$ cat src/rtl/pwrup_pkg.sv
package pwrup_pkg;
  typedef enum logic [1:0] {
    ST_OFF   = 2'd0,
    ST_HOLD  = 2'd1,
    ST_BOOT  = 2'd2,
    ST_READY = 2'd3
  } seq_st_e;
endpackage

$ cat src/rtl/pwrup_rst_qual.sv
// Synchronizes the external reset pin and asserts hold once the pin has
// been low for QUAL_CYC consecutive synchronized cycles.
module pwrup_rst_qual #(
  parameter int QUAL_CYC = 36
) (
  input  logic clk,
  input  logic rst_n,
  input  logic pin_n,
  output logic hold
);
  localparam int QW = $clog2(QUAL_CYC + 1);

  logic          s_meta, s_sync;
  logic [QW-1:0] low_cnt, low_cnt_nxt;

  always_comb begin
    if (s_sync)                           low_cnt_nxt = '0;
    else if (low_cnt == QW'(QUAL_CYC))    low_cnt_nxt = low_cnt;
    else                                  low_cnt_nxt = low_cnt + QW'(1);
  end

  always_ff @(posedge clk or negedge rst_n) begin
    if (!rst_n) begin
      s_meta  <= 1'b1;
      s_sync  <= 1'b1;
      low_cnt <= '0;
    end else begin
      s_meta  <= pin_n;
      s_sync  <= s_meta;
      low_cnt <= low_cnt_nxt;
    end
  end

  assign hold = (low_cnt == QW'(QUAL_CYC));
endmodule

$ cat src/rtl/pwrup_fsm.sv
// Start-up state machine: off, hold delay, core settling, ready.
module pwrup_fsm
  import pwrup_pkg::*;
#(
  parameter int HOLD_CYC = 93080,
  parameter int BOOT_CYC = 143200
) (
  input  logic clk,
  input  logic rst_n,
  input  logic supply_ok,
  input  logic restart,
  output logic core_en,
  output logic ready,
  output logic done,
  output logic wipe
);
  localparam int MAXC = (HOLD_CYC > BOOT_CYC) ? HOLD_CYC : BOOT_CYC;
  localparam int CW   = $clog2(MAXC + 1);

  logic          sup_meta, sup_sync;
  seq_st_e       st, st_nxt;
  logic [CW-1:0] cnt, cnt_nxt;
  logic          hold_end, boot_end;

  assign hold_end = (cnt == CW'(HOLD_CYC - 1));
  assign boot_end = (cnt == CW'(BOOT_CYC - 1));
  assign wipe     = !sup_sync || restart;

  always_comb begin
    st_nxt  = st;
    cnt_nxt = cnt;
    if (!sup_sync) begin
      st_nxt  = ST_OFF;
      cnt_nxt = '0;
    end else if (restart) begin
      st_nxt  = ST_HOLD;
      cnt_nxt = '0;
    end else begin
      case (st)
        ST_OFF: begin
          st_nxt  = ST_HOLD;
          cnt_nxt = '0;
        end
        ST_HOLD: begin
          if (hold_end) begin
            st_nxt  = ST_BOOT;
            cnt_nxt = '0;
          end else begin
            cnt_nxt = cnt + CW'(1);
          end
        end
        ST_BOOT: begin
          if (boot_end) begin
            st_nxt  = ST_READY;
            cnt_nxt = '0;
          end else begin
            cnt_nxt = cnt + CW'(1);
          end
        end
        default: begin
          st_nxt  = ST_READY;
          cnt_nxt = '0;
        end
      endcase
    end
  end

  always_ff @(posedge clk or negedge rst_n) begin
    if (!rst_n) begin
      sup_meta <= 1'b0;
      sup_sync <= 1'b0;
      st       <= ST_OFF;
      cnt      <= '0;
    end else begin
      sup_meta <= supply_ok;
      sup_sync <= sup_meta;
      st       <= st_nxt;
      cnt      <= cnt_nxt;
    end
  end

  assign core_en = (st == ST_BOOT) || (st == ST_READY);
  assign ready   = (st == ST_READY);
  assign done    = (st == ST_BOOT) && boot_end && !wipe;
endmodule

$ cat src/rtl/pwrup_irq.sv
// Interrupt status register (write-one-to-clear) and registered pin.
module pwrup_irq #(
  parameter int NSRC = 3
) (
  input  logic            clk,
  input  logic            rst_n,
  input  logic            wipe,
  input  logic            done,
  input  logic            ready,
  input  logic [NSRC-1:0] src_evt,
  input  logic            clr_wr,
  input  logic [NSRC:0]   clr_data,
  input  logic [NSRC:0]   irq_en,
  output logic [NSRC:0]   stat,
  output logic            irq_n
);
  logic [NSRC:0] stat_nxt, set_vec, clr_vec, en_eff;

  assign set_vec = {src_evt & {NSRC{ready}}, done};
  assign clr_vec = clr_wr ? clr_data : '0;
  assign en_eff  = irq_en | {{NSRC{1'b0}}, 1'b1};

  always_comb begin
    if (wipe) stat_nxt = '0;
    else      stat_nxt = (stat & ~clr_vec) | set_vec;
  end

  always_ff @(posedge clk or negedge rst_n) begin
    if (!rst_n) begin
      stat  <= '0;
      irq_n <= 1'b1;
    end else begin
      stat  <= stat_nxt;
      irq_n <= ~|(stat_nxt & en_eff);
    end
  end
endmodule

$ cat src/rtl/pwrup_seq.sv
module pwrup_seq #(
  parameter int HOLD_CYC = 93080,
  parameter int BOOT_CYC = 143200,
  parameter int QUAL_CYC = 36,
  parameter int NSRC     = 3
) (
  input  logic            clk,
  input  logic            rst_n,
  input  logic            supply_ok,
  input  logic            rst_pin_n,
  input  logic            sw_rst,
  input  logic [NSRC-1:0] src_evt,
  input  logic            clr_wr,
  input  logic [NSRC:0]   clr_data,
  input  logic [NSRC:0]   irq_en,
  output logic            core_en,
  output logic [NSRC:0]   irq_stat,
  output logic            irq_n
);
  logic pin_hold, restart, ready, done, wipe;

  assign restart = pin_hold || sw_rst;

  pwrup_rst_qual #(.QUAL_CYC(QUAL_CYC)) u_qual (
    .clk   (clk),
    .rst_n (rst_n),
    .pin_n (rst_pin_n),
    .hold  (pin_hold)
  );

  pwrup_fsm #(.HOLD_CYC(HOLD_CYC), .BOOT_CYC(BOOT_CYC)) u_fsm (
    .clk       (clk),
    .rst_n     (rst_n),
    .supply_ok (supply_ok),
    .restart   (restart),
    .core_en   (core_en),
    .ready     (ready),
    .done      (done),
    .wipe      (wipe)
  );

  pwrup_irq #(.NSRC(NSRC)) u_irq (
    .clk      (clk),
    .rst_n    (rst_n),
    .wipe     (wipe),
    .done     (done),
    .ready    (ready),
    .src_evt  (src_evt),
    .clr_wr   (clr_wr),
    .clr_data (clr_data),
    .irq_en   (irq_en),
    .stat     (irq_stat),
    .irq_n    (irq_n)
  );
endmodule

$ cat config.mk
export PLATFORM = sky130hd
export DESIGN_NAME = pwrup_seq
export DESIGN_NICKNAME = d
export VERILOG_FILES = /design/src/rtl/pwrup_pkg.sv /design/src/rtl/pwrup_rst_qual.sv /design/src/rtl/pwrup_fsm.sv /design/src/rtl/pwrup_irq.sv /design/src/rtl/pwrup_seq.sv
export SDC_FILE = /design/constraint.sdc
export NUM_CORES = 1
export LEC_CHECK = 0
export ABC_CLOCK_PERIOD_IN_PS = 3700
export BUFFER_PORTS_ARGS = -buffer_cell sky130_fd_sc_hd__buf_2
export CORE_ASPECT_RATIO = 1.25
export CORE_UTILIZATION = 55
export DETAILED_ROUTE_END_ITERATION = 16
export PLACE_DENSITY = 0.76
export SETUP_SLACK_MARGIN = 0.1
export SYNTH_ARGS = -nofsm -noshare
export SYNTH_HDL_FRONTEND = slang
export SYNTH_HIERARCHICAL = 1
export SYNTH_SLANG_ARGS = --single-unit
$ cat constraint.sdc
create_clock -name clk -period 3.7 [get_ports clk]
set_input_delay 0.37 -clock clk [delete_from_list [all_inputs] [get_ports clk]]
set_output_delay 0.37 -clock clk [all_outputs]
set_load 0.05 [all_outputs]
==> flow_metrics.tcl <==
set metrics [dict create \
    status "finished clean" \
    setup.worst_path.class "flip-flop to flip-flop" \
    max_stage_delay_ns 0.56 \
    die_h_um 66.6 \
    vias 1328 \
    cp-end-kind "flip-flop" \
    max-slew-margin-rel_pct 50.7 \
    cts_resized 0 \
    async_flop_share_pct 100 \
    finalPower_uw 739 \
    synthToLayoutAreaGrowth_pct 12.1 \
    drc 0 \
    crit_path_top_delay_cell "or4_4" \
    cp_max_fo 18 \
    crit_required_ns 3.85 \
    cp_data_arrival_time_ns 2.52 \
    fin_crit_sh_pct 64.2 \
    io_pins 23 \
    final_cell_mix "32 x dfrtp_1, 21 x buf_2, 17 x nor2_1" \
    grt_overflow 0 \
    yosys_register_bits 35 \
    clock.fmax_mhz 421 \
    leakagePower_uw 0.000869 \
    clock_path_buffers 2 \
    antenna_cells 0 \
    first_pass_iters 5 \
    gp_congestion 0.847 \
    synth.distinct_cells 46 \
    viasPerCell 5.65 \
    cts-buffers-inserted 5 \
    die-area_sq_um 3570 \
    synth_edf_count 0 \
    rsz0062_at_grt "no" \
    grt_pass1_wl_um 5240 \
    dominantRegCellSynth "dfrtp_1" \
    synth_cells 171 \
    syn-num-nets 195 \
    post_drt_wl_per_cell_um 14.4 \
    vdd_drop_max_v 0.000326 \
    maxCapViolCount 0 \
    hold_buffers 0 \
    wirelength_um 3390 \
    portBuffers 21 \
    htree_levels 2 \
    worstPathCellList "ha_1 > nand3_2 > or4_4 > o21a_4 > o211ai_4 > nor2_1" \
    period_minus_slack_ns 2.37 \
    rows 23 \
    grt.total_usage_pct 21.1 \
    ys_seq_area_share_pct 48.0 \
    grt_pass1_vias 1245 \
    clock_skew_ns 0.00382 \
    drtIter0Drc 31 \
    antenna_found_initial 0 \
    cts_tree "yes" \
    drv_slew 0 \
    worst_slew_pin_slew_ns 0.739 \
    cts-root-buf "clkbuf_8" \
    post_cts_buffers 0 \
    clkSinkCount 35 \
    tns_ns 0 \
    p_per_area_nw_per_um2 360 \
    ant_nets 0 \
    drive_gt1_share_pct 29.3 \
    netlist_area_sq_um 1830 \
    hold_viol_final 0 \
    final_common_cell "dfrtp_1" \
    setup_viol 0 \
    hold_path_class "input pin to async pin" \
    cp-start-kind "flip-flop" \
    start_util_pct 57.4 \
    cpLargestDelayFamily "simple AND/OR/NAND/NOR gates" \
    dp_hpwl_um 2500 \
    fillers 277 \
    clk_pin_slew_ns 0.07 \
    insertion_delay_ns 0.29 \
    avgSynthCellArea_sq_um 10.7 \
    grt_max_degree 36 \
    ys_warn_count 6 \
    r2r_setup_slack_ns 1.33 \
    nets 221 \
    die_x_um 53.7 \
    critPathBufInv 0 \
    core_area_sq_um 3190 \
]
==> cell type report <==
| type | count | area [sq um] | share of cell area [%] |
|---|---|---|---|
| repair buffers | 21 | 105 | 5.11 |
| inverters | 8 | 30.0 | 1.46 |
| well taps | 37 | 46.3 | 2.25 |
| flip-flops and latches | 35 | 880 | 42.8 |
| clock inverters | 3 | 20.0 | 0.974 |
| clock buffers | 5 | 68.8 | 3.35 |
| multi-input cells | 126 | 906 | 44.1 |
==> metrics by stage <==
stage	hold WS, ns	worst slack [ns]	cell area, sq um	util [%]	cells
floorplan	0.0744	1.62	1830	-	171
global placement	0.332	1.35	1970	61.6	227
detailed placement	0.349	1.30	1970	61.6	227
CTS	0.167	1.29	2060	64.4	235
global route	0.171	1.18	2060	64.4	235
finish	0.137	1.33	2060	64.4	235
==> power breakdown <==
part           internal [uW]  switching, uW  total, uW
registers                392           9.71        402
logic                   23.9           41.1       65.0
clock network            131            142        272
total                    547            192        739
==> flip-flops by register name (all words and copies together) (netlist names) <==
register	count
u_qual/low_cnt	6
u_fsm/sup_meta	1
u_fsm/sup_sync	1
u_irq/irq_n	1
u_fsm/cnt	18
u_fsm/st	2
u_qual/s_meta	1
u_irq/stat	4
u_qual/s_sync	1
==> cell usage after synthesis (all sizes together) (2+ instances only) <==
cell    instances  share of area, %
a21bo           3               1.6
a21oi           7               2.1
and3            2              0.68
dfrtp          32                44
dfstp           3               4.3
ha              7               4.8
inv             8               1.6
nand2          10               2.0
nand2b          5               2.3
nand3           9               3.0
nand4           6               2.0
nand4b          3               1.4
nor2           28               7.5
nor3            2              0.55
nor4bb          2               1.1
o21a            3               1.6
o21ai           3              0.82
or2             2              0.68
or3             3               1.0
xnor2           7               3.3
xor2           10               4.8
==> metal layers <==
metal	vias up	wire length, um	global-route usage [%]
li1	642	-	-
met1	661	1430	23.4
met2	19	1800	35.2
met3	6	98	6.16
met4	0	64	11.8
met5	-	0	0
==> path summary, 6_finish.rpt <==
path                                         start                            end  cells after the start
min in group clk                         rst_pin_n        u_qual/s_meta$_DFF_PN1_                      1
hold reg to reg            u_qual/s_meta$_DFF_PN1_        u_qual/s_sync$_DFF_PN1_                      0
setup / recovery            u_fsm/cnt[0]$_DFF_PN0_         u_fsm/cnt[4]$_DFF_PN0_                      6
max in group asynchronous                    rst_n        u_fsm/st[0]$_DFFE_PN0P_                      1
setup reg to reg            u_fsm/cnt[0]$_DFF_PN0_         u_fsm/cnt[4]$_DFF_PN0_                      6
hold / removal                               rst_n  u_qual/low_cnt[3]$_DFFE_PN0P_                      1
==> kinds of logic (layout without fill, tap and decap cells) <==
group                    Yosys count  count (layout)  synth area share (%)
adder cells (fa/ha/maj)            7               7                  4.77
AO/OA/AOI/OAI                     22              22                  10.2
AND/OR/NAND/NOR                   78              78                  25.2
multiplexers                       2               2                  1.16
XOR/XNOR                          17              17                  8.12
buffers and inverters             10              37                  2.66
flip-flops                        35              35                  48.0
Power figures use the tool's default switching activity.
